$ cat src/rtl/fpdiv_pkg.sv
package fpdiv_pkg;
    localparam int EXP_W   = 8;
    localparam int MAN_W   = 24;
    localparam int QUO_W   = MAN_W + 2;
    localparam int REM_W   = MAN_W + 1;
    localparam int EXS_W   = EXP_W + 2;
    localparam int BIAS    = (1 << (EXP_W - 1)) - 1;
    localparam int EXP_TOP = (1 << EXP_W) - 1;
    localparam int CNT_W   = $clog2(QUO_W);

    typedef logic signed [EXS_W-1:0] sexp_t;

    typedef enum logic [1:0] {
        RM_NEAR_EVEN = 2'b00,
        RM_ZERO      = 2'b01,
        RM_UP        = 2'b10,
        RM_DOWN      = 2'b11
    } rmode_e;

    typedef struct packed {
        logic             sign;
        logic [EXP_W-1:0] exp;
        logic [MAN_W-1:0] man;
    } fp_t;

    typedef struct packed {
        fp_t  val;
        logic dz;
        logic ovf;
        logic unf;
    } fpres_t;

    function automatic logic round_up(input rmode_e mode, input logic sign,
                                      input logic lsb, input logic grd,
                                      input logic stk);
        logic r;
        case (mode)
            RM_NEAR_EVEN: r = grd & (stk | lsb);
            RM_ZERO:      r = 1'b0;
            RM_UP:        r = ~sign & (grd | stk);
            RM_DOWN:      r = sign & (grd | stk);
            default:      r = 1'b0;
        endcase
        return r;
    endfunction
endpackage

$ cat src/rtl/fpdiv_seq.sv
module fpdiv_seq
    import fpdiv_pkg::*;
(
    input  logic clk,
    input  logic rst,
    input  logic start,
    output logic load,
    output logic step,
    output logic finish,
    output logic busy
);
    typedef enum logic [1:0] {S_IDLE, S_RUN, S_FIN} st_e;

    localparam logic [CNT_W-1:0] LAST_BIT = CNT_W'(QUO_W - 1);

    st_e              st_q;
    logic [CNT_W-1:0] cnt_q;

    always_ff @(posedge clk) begin
        if (rst) begin
            st_q  <= S_IDLE;
            cnt_q <= '0;
        end else begin
            case (st_q)
                S_IDLE: begin
                    if (start) begin
                        st_q  <= S_RUN;
                        cnt_q <= '0;
                    end
                end
                S_RUN: begin
                    cnt_q <= cnt_q + 1'b1;
                    if (cnt_q == LAST_BIT) st_q <= S_FIN;
                end
                S_FIN:   st_q <= S_IDLE;
                default: st_q <= S_IDLE;
            endcase
        end
    end

    assign load   = (st_q == S_IDLE) && start;
    assign step   = (st_q == S_RUN);
    assign finish = (st_q == S_FIN);
    assign busy   = (st_q != S_IDLE);
endmodule

$ cat src/rtl/fpdiv_iter.sv
module fpdiv_iter
    import fpdiv_pkg::*;
(
    input  logic             clk,
    input  logic             rst,
    input  logic             load,
    input  logic             step,
    input  logic [MAN_W-1:0] num,
    input  logic [MAN_W-1:0] den,
    output logic [QUO_W-1:0] quo,
    output logic             rem_nz
);
    logic [REM_W-1:0] rem_q;
    logic [MAN_W-1:0] den_q;
    logic [QUO_W-1:0] quo_q;
    logic [REM_W-1:0] trial;
    logic             fits;

    always_comb begin
        fits  = rem_q >= {1'b0, den_q};
        trial = fits ? (rem_q - {1'b0, den_q}) : rem_q;
    end

    always_ff @(posedge clk) begin
        if (rst) begin
            rem_q <= '0;
            den_q <= '0;
            quo_q <= '0;
        end else if (load) begin
            rem_q <= {1'b0, num};
            den_q <= den;
            quo_q <= '0;
        end else if (step) begin
            rem_q <= {trial[REM_W-2:0], 1'b0};
            quo_q <= {quo_q[QUO_W-2:0], fits};
        end
    end

    assign quo    = quo_q;
    assign rem_nz = |rem_q;
endmodule

$ cat src/rtl/fpdiv_post.sv
module fpdiv_post
    import fpdiv_pkg::*;
(
    input  logic [QUO_W-1:0] quo,
    input  logic             rem_nz,
    input  logic             sign,
    input  sexp_t            exp_base,
    input  rmode_e           rmode,
    input  logic             dz,
    input  logic             zero_num,
    output fpres_t           res
);
    logic [MAN_W-1:0] man_t;
    logic [MAN_W-1:0] man_f;
    logic [MAN_W:0]   man_r;
    logic             grd;
    logic             stk;
    logic             inc;
    sexp_t            exp_n;
    sexp_t            exp_r;

    always_comb begin
        if (quo[QUO_W-1]) begin
            man_t = quo[QUO_W-1 -: MAN_W];
            grd   = quo[1];
            stk   = quo[0] | rem_nz;
            exp_n = exp_base;
        end else begin
            man_t = quo[QUO_W-2 -: MAN_W];
            grd   = quo[0];
            stk   = rem_nz;
            exp_n = exp_base - sexp_t'(1);
        end

        inc   = round_up(rmode, sign, man_t[0], grd, stk);
        man_r = {1'b0, man_t} + {{MAN_W{1'b0}}, inc};
        man_f = man_r[MAN_W-1:0];
        exp_r = exp_n;
        if (man_r[MAN_W]) begin
            man_f = man_r[MAN_W:1];
            exp_r = exp_n + sexp_t'(1);
        end

        res          = '0;
        res.val.sign = sign;
        if (dz) begin
            res.dz      = 1'b1;
            res.val.exp = EXP_W'(EXP_TOP);
        end else if (zero_num) begin
            res.val.exp = '0;
        end else if (exp_r > sexp_t'(EXP_TOP - 1)) begin
            res.ovf     = 1'b1;
            res.val.exp = EXP_W'(EXP_TOP);
        end else if (exp_r < sexp_t'(1)) begin
            res.unf     = 1'b1;
        end else begin
            res.val.exp = exp_r[EXP_W-1:0];
            res.val.man = man_f;
        end
    end
endmodule

$ cat src/rtl/fpdiv_unit.sv
module fpdiv_unit
    import fpdiv_pkg::*;
(
    input  logic             clk,
    input  logic             rst,
    input  logic             start,
    input  logic             a_sign,
    input  logic [EXP_W-1:0] a_exp,
    input  logic [MAN_W-1:0] a_man,
    input  logic             b_sign,
    input  logic [EXP_W-1:0] b_exp,
    input  logic [MAN_W-1:0] b_man,
    input  logic [1:0]       rnd_mode,
    output logic             busy,
    output logic             done,
    output logic             q_sign,
    output logic [EXP_W-1:0] q_exp,
    output logic [MAN_W-1:0] q_man,
    output logic             div_zero,
    output logic             overflow,
    output logic             underflow
);
    logic             load;
    logic             step;
    logic             finish;
    logic [QUO_W-1:0] quo;
    logic             rem_nz;

    logic   sign_q;
    sexp_t  exp_base_q;
    rmode_e rmode_q;
    logic   dz_q;
    logic   zn_q;
    fpres_t post_res;
    fpres_t res_q;
    logic   done_q;

    fpdiv_seq u_seq (
        .clk    (clk),
        .rst    (rst),
        .start  (start),
        .load   (load),
        .step   (step),
        .finish (finish),
        .busy   (busy)
    );

    fpdiv_iter u_iter (
        .clk    (clk),
        .rst    (rst),
        .load   (load),
        .step   (step),
        .num    (a_man),
        .den    (b_man),
        .quo    (quo),
        .rem_nz (rem_nz)
    );

    always_ff @(posedge clk) begin
        if (rst) begin
            sign_q     <= 1'b0;
            exp_base_q <= '0;
            rmode_q    <= RM_NEAR_EVEN;
            dz_q       <= 1'b0;
            zn_q       <= 1'b0;
        end else if (load) begin
            sign_q     <= a_sign ^ b_sign;
            exp_base_q <= sexp_t'({2'b00, a_exp}) - sexp_t'({2'b00, b_exp})
                          + sexp_t'(BIAS);
            rmode_q    <= rmode_e'(rnd_mode);
            dz_q       <= (b_exp == '0);
            zn_q       <= (a_exp == '0);
        end
    end

    fpdiv_post u_post (
        .quo      (quo),
        .rem_nz   (rem_nz),
        .sign     (sign_q),
        .exp_base (exp_base_q),
        .rmode    (rmode_q),
        .dz       (dz_q),
        .zero_num (zn_q),
        .res      (post_res)
    );

    always_ff @(posedge clk) begin
        if (rst) begin
            res_q  <= '0;
            done_q <= 1'b0;
        end else begin
            done_q <= finish;
            if (finish) res_q <= post_res;
        end
    end

    assign done      = done_q;
    assign q_sign    = res_q.val.sign;
    assign q_exp     = res_q.val.exp;
    assign q_man     = res_q.val.man;
    assign div_zero  = res_q.dz;
    assign overflow  = res_q.ovf;
    assign underflow = res_q.unf;
endmodule

$ cat config.mk
export PLATFORM = sky130hd
export DESIGN_NAME = fpdiv_unit
export DESIGN_NICKNAME = d
export VERILOG_FILES = /design/src/rtl/fpdiv_pkg.sv /design/src/rtl/fpdiv_seq.sv /design/src/rtl/fpdiv_iter.sv /design/src/rtl/fpdiv_post.sv /design/src/rtl/fpdiv_unit.sv
export SDC_FILE = /design/constraint.sdc
export NUM_CORES = 1
export LEC_CHECK = 0
export BUFFER_PORTS_ARGS = -buffer_cell sky130_fd_sc_hd__buf_4
export CORE_MARGIN = 5
export CORE_UTILIZATION = 60
export DETAILED_ROUTE_END_ITERATION = 8
export GPL_TIMING_DRIVEN = 0
export PLACE_DENSITY_LB_ADDON = 0.25
export SETUP_SLACK_MARGIN = 0.3
export SYNTH_ARGS = -nofsm -noshare
export SYNTH_HDL_FRONTEND = slang
export SYNTH_HIERARCHICAL = 1
export SYNTH_SLANG_ARGS = --single-unit
export TNS_END_PERCENT = 5
$ cat constraint.sdc
create_clock -name clk -period 7.1 [get_ports clk]
set_clock_uncertainty 0.2 [all_clocks]
set_input_delay 0 -clock clk [delete_from_list [all_inputs] [get_ports clk]]
set_output_delay 0 -clock clk [all_outputs]
set_load 0.005 [all_outputs]
# Word level (Yosys, flattened, before mapping)
# Cells that the tools add are included.
# totals
elab_cells	84
regBits	134
mem_bits_ro	0
latch_bits	0
output_inout_bits	38
mem_bits_rw	0
in_bits	71
mem_count	0
# classes
n_div	0
bitwise	8
n_addsub	7
magnitude_cmp	3
reduce_logical	12
shift	0
mul	0
mux	28
n_eq_ne	8
# op_table
operator	count
two-way mux 24 bit	8
two-way mux 32 bit	1
adder 24 x 1 -> 25 bit	1
>= comparator 25 x 24 -> 1 bit	1
OR reduction 25 bit	1
two-way mux 8 bit	3
subtractor 24 bit	1
two-way mux 10 bit	2
zero test 8 bit	2
adder 10 x 2 -> 10 bit, second input constant	1
adder 9 x 8 -> 10 bit, second input constant	1
greater-than comparator 10 x 9 -> 1 bit, second input constant	1
less-than comparator 10 x 2 -> 1 bit, second input constant	1
case mux 5 bit (2 select lines)	1
subtractor 10 x 2 -> 10 bit, second input constant	1
subtractor 8 x 8 -> 9 bit	1
two-way mux 2 bit	4
equality test 2 bit, second input constant	3
two-way mux 1 bit	6
nonzero test 2 bit	3
adder 5 x 1 -> 5 bit, second input constant	1
equality test 5 bit, second input constant	1
two-way mux 5 bit	1
equality test 2 x 1 -> 1 bit, second input constant	2
other kinds (12)	18

# Depth between registers and ports, before layout
# depth
depth_word	13
ltp_mapped	25
mapped_depth_nobuf	22

# Modules after synthesis
# The synthesis kept the hierarchy.
# by_module_without_submodules
mod	instances	seq_area_each_um2	area_each_um2	cells_per_inst
fpdiv_iter	1	1501.4	4300.4	507
fpdiv_post	1	0.0	2570.0	352
fpdiv_unit	1	1041.0	2492.4	267
fpdiv_seq	1	140.1	345.3	42

# Worst setup path after synthesis
# OpenSTA, ideal clock, no wires.
# synth_path
path_kind	register to register
from	register u_iter.quo_q[25], in the netlist u_iter/quo[25]
to	register res_q (netlist bit q_man[10])
required_time_ns	6.772
t_arrival_ns	4.566
synth_period_minus_slack_ns	4.894
path_buffers	7
path_stages_with_launch	21
slack_ns	2.206
setup_ns	0.128
cell_sequence	dfxtp_1 buf_4 buf_6 clkbuf_1 buf_1 clkbuf_1 a211oi_1 a21oi_1 ha_1 ha_1 nand2_1 nor4_4 nand4_1 clkbuf_1 o41ai_1 a22oi_1 o41ai_4 buf_6 nor3_2 mux2i_1 nor2_1
# synth_lines
element	line	text
from (decl)	fpdiv_iter.sv:15	logic [QUO_W-1:0] quo_q;
from (signal assigned)	fpdiv_iter.sv:35	quo_q <= {quo_q[QUO_W-2:0], fits};
to (signal assigned)	fpdiv_unit.sv:93	if (finish) res_q <= post_res;
to (decl)	fpdiv_unit.sv:35	fpres_t res_q;

==> impl.org <==
** Yosys
- Number of enable-type register cells in the synthesized netlist :: 0
- Among all flip-flop cells after synthesis, the most frequent one is sky130_fd_sc_hd__dfxtp_1.
- By area, the combinational part of the netlist is dominated by simple AND/OR/NAND/NOR gates.
- The cell area that synthesis handed to floorplanning was 0.00971 mm^2.
- Synth cell types :: 95
- In this run the mean area of a mapped cell was 8.31 um^2.
- Of the total synthesized cell area, the portion taken by AND, OR, NAND and NOR gates is 0.233.
- Of the synthesized area, sequential elements account for 0.276.
- Of all flip-flops after synthesis, the portion carrying an async set or reset was 0.
- Synthesized-area fraction occupied by xor and xnor cells :: 0.0751
- Measured against the total synthesized area, the mux share comes to 0.132.
- Of the total synthesized cell area, the portion taken by full adders, half adders and majority gates is 0.0536.
- The number of nets in the synthesized netlist is 1280.
- Number of synthesis warnings :: 6
- Synthesis produced 1168 cells.
- In this run, synthesis produced a sequential element count of 134.
- The compound-gate portion of the synthesized area was 0.167.

** STA
- In this run the tightest slew margin relative to its limit is 0.0950.
- Across all hold checks on the routed design, the worst slack comes to 0.0209 ns.
- Pins over their slew limit :: 0
- Number of endpoints with negative hold slack in the final report :: 0
- Max Clock Freq :: 159 MHz
- For the pin with the worst max-slew slack, the measured transition is 1.34 ns.
- Unrepaired setup endpoints after global routing :: false
- Adding up every negative setup slack in the final design gives 0 ns.
- Fraction of the cycle the final worst path needs :: 0.887
- Setup violators final :: 0
- The routed design could run at a clock period as short as 6.30 ns.

** CTS
- For this design, the sink count on the clock tree is 134.
- Once the clock tree was built, the setup fixing pass inserted 0 buffers.
- No sink is reached through more buffers than the 2 on the longest clock path.
- Clock H-tree levels :: 4
- TritonCTS clock tree :: built
- Number of gates given a new drive strength after cts :: 0
- Buffers inserted to repair hold after CTS numbered 62.
- CTS Buf Count :: 17
- Clock-pin slew was measured on the worst setup and hold paths at 0.06 ns.
- For the worst-skew pair, the clock arrives at the later sink with an insertion delay of 0.44 ns.
- Root cell of the clock tree :: sky130_fd_sc_hd__clkbuf_16

** Floorplanning
- Row generation in the floorplan step produced 46 rows.
- After floorplanning, the core was sized to cover 0.0159 mm^2.
- For this configuration, the core starts out at a cell density of 0.611.
- Io pins :: 109
- Overall die height :: 137 um
- The die covers 0.0188 mm^2.
- DIE WIDTH :: 137 um

** Global route
- First-pass GRT wire length :: 44700 um
- Aggregate global-route resource usage :: 0.293
- Number of global-route vias before repair :: 9175
- Largest net degree at the start of global routing :: 17
- The initial antenna violation count was 0.
- Total grt overflow :: 0

** Pwr
- Summed over all cells, the static leakage comes to 4.91 nW.
- Power per unit of standard cell area :: 218 mW/mm^2
- VDD sags by at most 0.202 mV.
- The design draws 2.62 mW.

** Worst setup path
- The critical path in this run is classified as reg -> reg.
- Endpoint required time on the critical path :: 7.27 ns
- Kind of start point of the critical path :: register
- STA classifies the critical path endpoint as a register.
- Top fanout value on the critical path :: 10
- At the worst endpoint, the arrival time is 6.47 ns.

** Layout
- Number of nets in the layout :: 1469
- With fillers left out, the area of the finished cells amounts to 0.0120 mm^2.
- Count of antenna diodes in the layout :: 0
- Syn-to-layout area delta :: 23.5%
- Fraction of final layout cells with drive strength greater than 1 :: 0.161

** Routing
- Initial detailed-routing violation count :: 731
- The final layout contains routed wiring with a total length of 27100 um.
- Dividing the detail-routed wire length by the instance count gives 17.1 um.
- Detailed routing inserted a total of 9364 vias.
- Post-DRT Antenna Nets :: 0
- Mean number of vias per cell :: 5.90
- First-pass iteration count of the detailed router :: 6
- For this run, design rule violations remaining after detail routing come to 0.

** Place
- During placement, the flow inserted port buffers numbering 108.
- At the end of routability-driven placement, the weighted congestion stood at 0.939.
- Detailed placer's ending HPWL :: 19400 um
- In this run the cell area measured after placement is 0.0108 mm^2.

** Hold path
- In this run the worst hold path is classified as in -> reg.

** Run
- Across the run, the number of max-cap violations was 0.

** Outcome
- Status :: completed
## metrics by stage
step,utilization,std cells,setup slack (ns)
floorplan,-,1168,2.21
global placement,0.679,1492,0.997
detailed placement,0.679,1492,0.905
CTS,0.755,1586,0.893
global route,0.755,1586,0.329
finish,0.755,1586,0.801
## critical path, cell delays in order, from the launching register on
cell	delay (ns)
sky130_fd_sc_hd__dfxtp_1	0.33
sky130_fd_sc_hd__buf_4	0.18
sky130_fd_sc_hd__buf_6	0.18
sky130_fd_sc_hd__clkbuf_1	0.68
sky130_fd_sc_hd__buf_1	0.49
sky130_fd_sc_hd__clkbuf_1	0.45
sky130_fd_sc_hd__a211oi_1	0.15
sky130_fd_sc_hd__a21oi_1	0.20
sky130_fd_sc_hd__ha_1	0.25
sky130_fd_sc_hd__ha_1	0.20
sky130_fd_sc_hd__nand2_1	0.11
sky130_fd_sc_hd__nor4_4	0.55
sky130_fd_sc_hd__nand4_1	0.21
sky130_fd_sc_hd__nor3b_1	0.44
sky130_fd_sc_hd__a21oi_1	0.14
sky130_fd_sc_hd__and3b_1	0.25
sky130_fd_sc_hd__clkbuf_1	0.25
sky130_fd_sc_hd__dlymetal6s2s_1	0.46
sky130_fd_sc_hd__nand2_1	0.15
sky130_fd_sc_hd__nor3_2	0.13
sky130_fd_sc_hd__mux2i_1	0.10
sky130_fd_sc_hd__nor2_1	0.11
## path summary, 6_finish.rpt
| check | startpoint | end | slack, ns | cells after the start |
|---|---|---|---|---|
| worst max register to register | u_iter/quo[25] | q_man[20] | 0.80 | 21 |
| worst min-delay path | a_exp[0] | exp_base_q[0] | 0.02 | 5 |
| worst min register to register | dz_q | dz_q | 0.29 | 2 |
| worst max-delay path | u_iter/quo[25] | q_man[20] | 0.80 | 21 |
## layout make-up
type | count | area [um^2]
timing repair buffer | 170 | 1430
tap | 216 | 270
sequential | 134 | 2680
inverter | 57 | 214
multi-input combinational | 904 | 6410
buffer | 73 | 397
clock inverter | 13 | 124
fill | 1224 | 3900
clock buffer | 19 | 453
## cell usage after synthesis, types with 9 or more instances
library cell / number / area share
sky130_fd_sc_hd__nand2_1: 92 / 0.036
sky130_fd_sc_hd__nor3_2: 21 / 0.022
sky130_fd_sc_hd__buf_1: 12 / 0.0046
sky130_fd_sc_hd__xor2_1: 38 / 0.034
sky130_fd_sc_hd__clkbuf_1: 39 / 0.015
sky130_fd_sc_hd__a21oi_1: 45 / 0.023
sky130_fd_sc_hd__a21o_1: 21 / 0.016
sky130_fd_sc_hd__ha_1: 40 / 0.052
sky130_fd_sc_hd__o21ai_0: 33 / 0.017
sky130_fd_sc_hd__nor4_1: 14 / 0.0090
sky130_fd_sc_hd__o211ai_1: 11 / 0.0085
sky130_fd_sc_hd__nand3_1: 47 / 0.024
sky130_fd_sc_hd__mux2i_1: 122 / 0.13
sky130_fd_sc_hd__a22oi_1: 12 / 0.0093
sky130_fd_sc_hd__xnor2_1: 39 / 0.035
sky130_fd_sc_hd__dfxtp_1: 134 / 0.28
sky130_fd_sc_hd__nor2b_1: 9 / 0.0058
sky130_fd_sc_hd__nor3_1: 13 / 0.0067
sky130_fd_sc_hd__a31oi_1: 9 / 0.0058
sky130_fd_sc_hd__nor2_1: 151 / 0.058
sky130_fd_sc_hd__o22ai_1: 9 / 0.0058
sky130_fd_sc_hd__buf_6: 9 / 0.010
sky130_fd_sc_hd__and3_1: 13 / 0.0084
sky130_fd_sc_hd__inv_1: 56 / 0.022
sky130_fd_sc_hd__nand4_1: 15 / 0.0097
sky130_fd_sc_hd__a211oi_1: 11 / 0.0085
## registers in the layout, indices dropped and copies added, names as in the netlist
signal,cells
q_exp,8
u_iter/rem_q,25
done,1
overflow,1
exp_base_q,10
rmode_q,2
q_sign,1
u_seq/cnt_q,5
dz_q,1
q_man,24
underflow,1
u_seq/st_q,2
zn_q,1
u_iter/quo,26
sign_q,1
div_zero,1
u_iter/den_q,24
## layout by cell type (no fill, tap or decap), drive strengths merged, types with 33 or more instances in the layout
master	Yosys	layout
dfxtp	134	134
nand3	47	47
buf	30	138
clkbuf	40	59
ha	40	40
a21oi	48	48
dlygate4sd3	1	63
xor2	38	38
inv	57	60
nor2	152	152
o21ai	33	33
mux2i	122	122
nor3	34	34
xnor2	40	40
nand2	92	92
## cell families after synthesis
kind of cell	count (synthesis)
and+or+nand+nor	437
xor gates and xnor gates	79
AOI/OAI and AO/OA	220
buffers and inverters	130
DFF	134
muxes	127
adders and majority gates	41
## power breakdown
group	total [mW]	internal [mW]	switching, mW
sequential	0.830	0.788	0.0416
clock	0.857	0.504	0.353
combinational	0.930	0.406	0.524
total	2.62	1.70	0.919
## layer usage
metal | up-vias | share of wire | GRT usage
li1 | 4547 | - | -
met1 | 4354 | 0.42 | 0.358
met2 | 388 | 0.49 | 0.504
met3 | 75 | 0.061 | 0.0482
met4 | 0 | 0.032 | 0.135
met5 | - | 0 | 0
No activity file was read; power rests on OpenSTA's default activity.
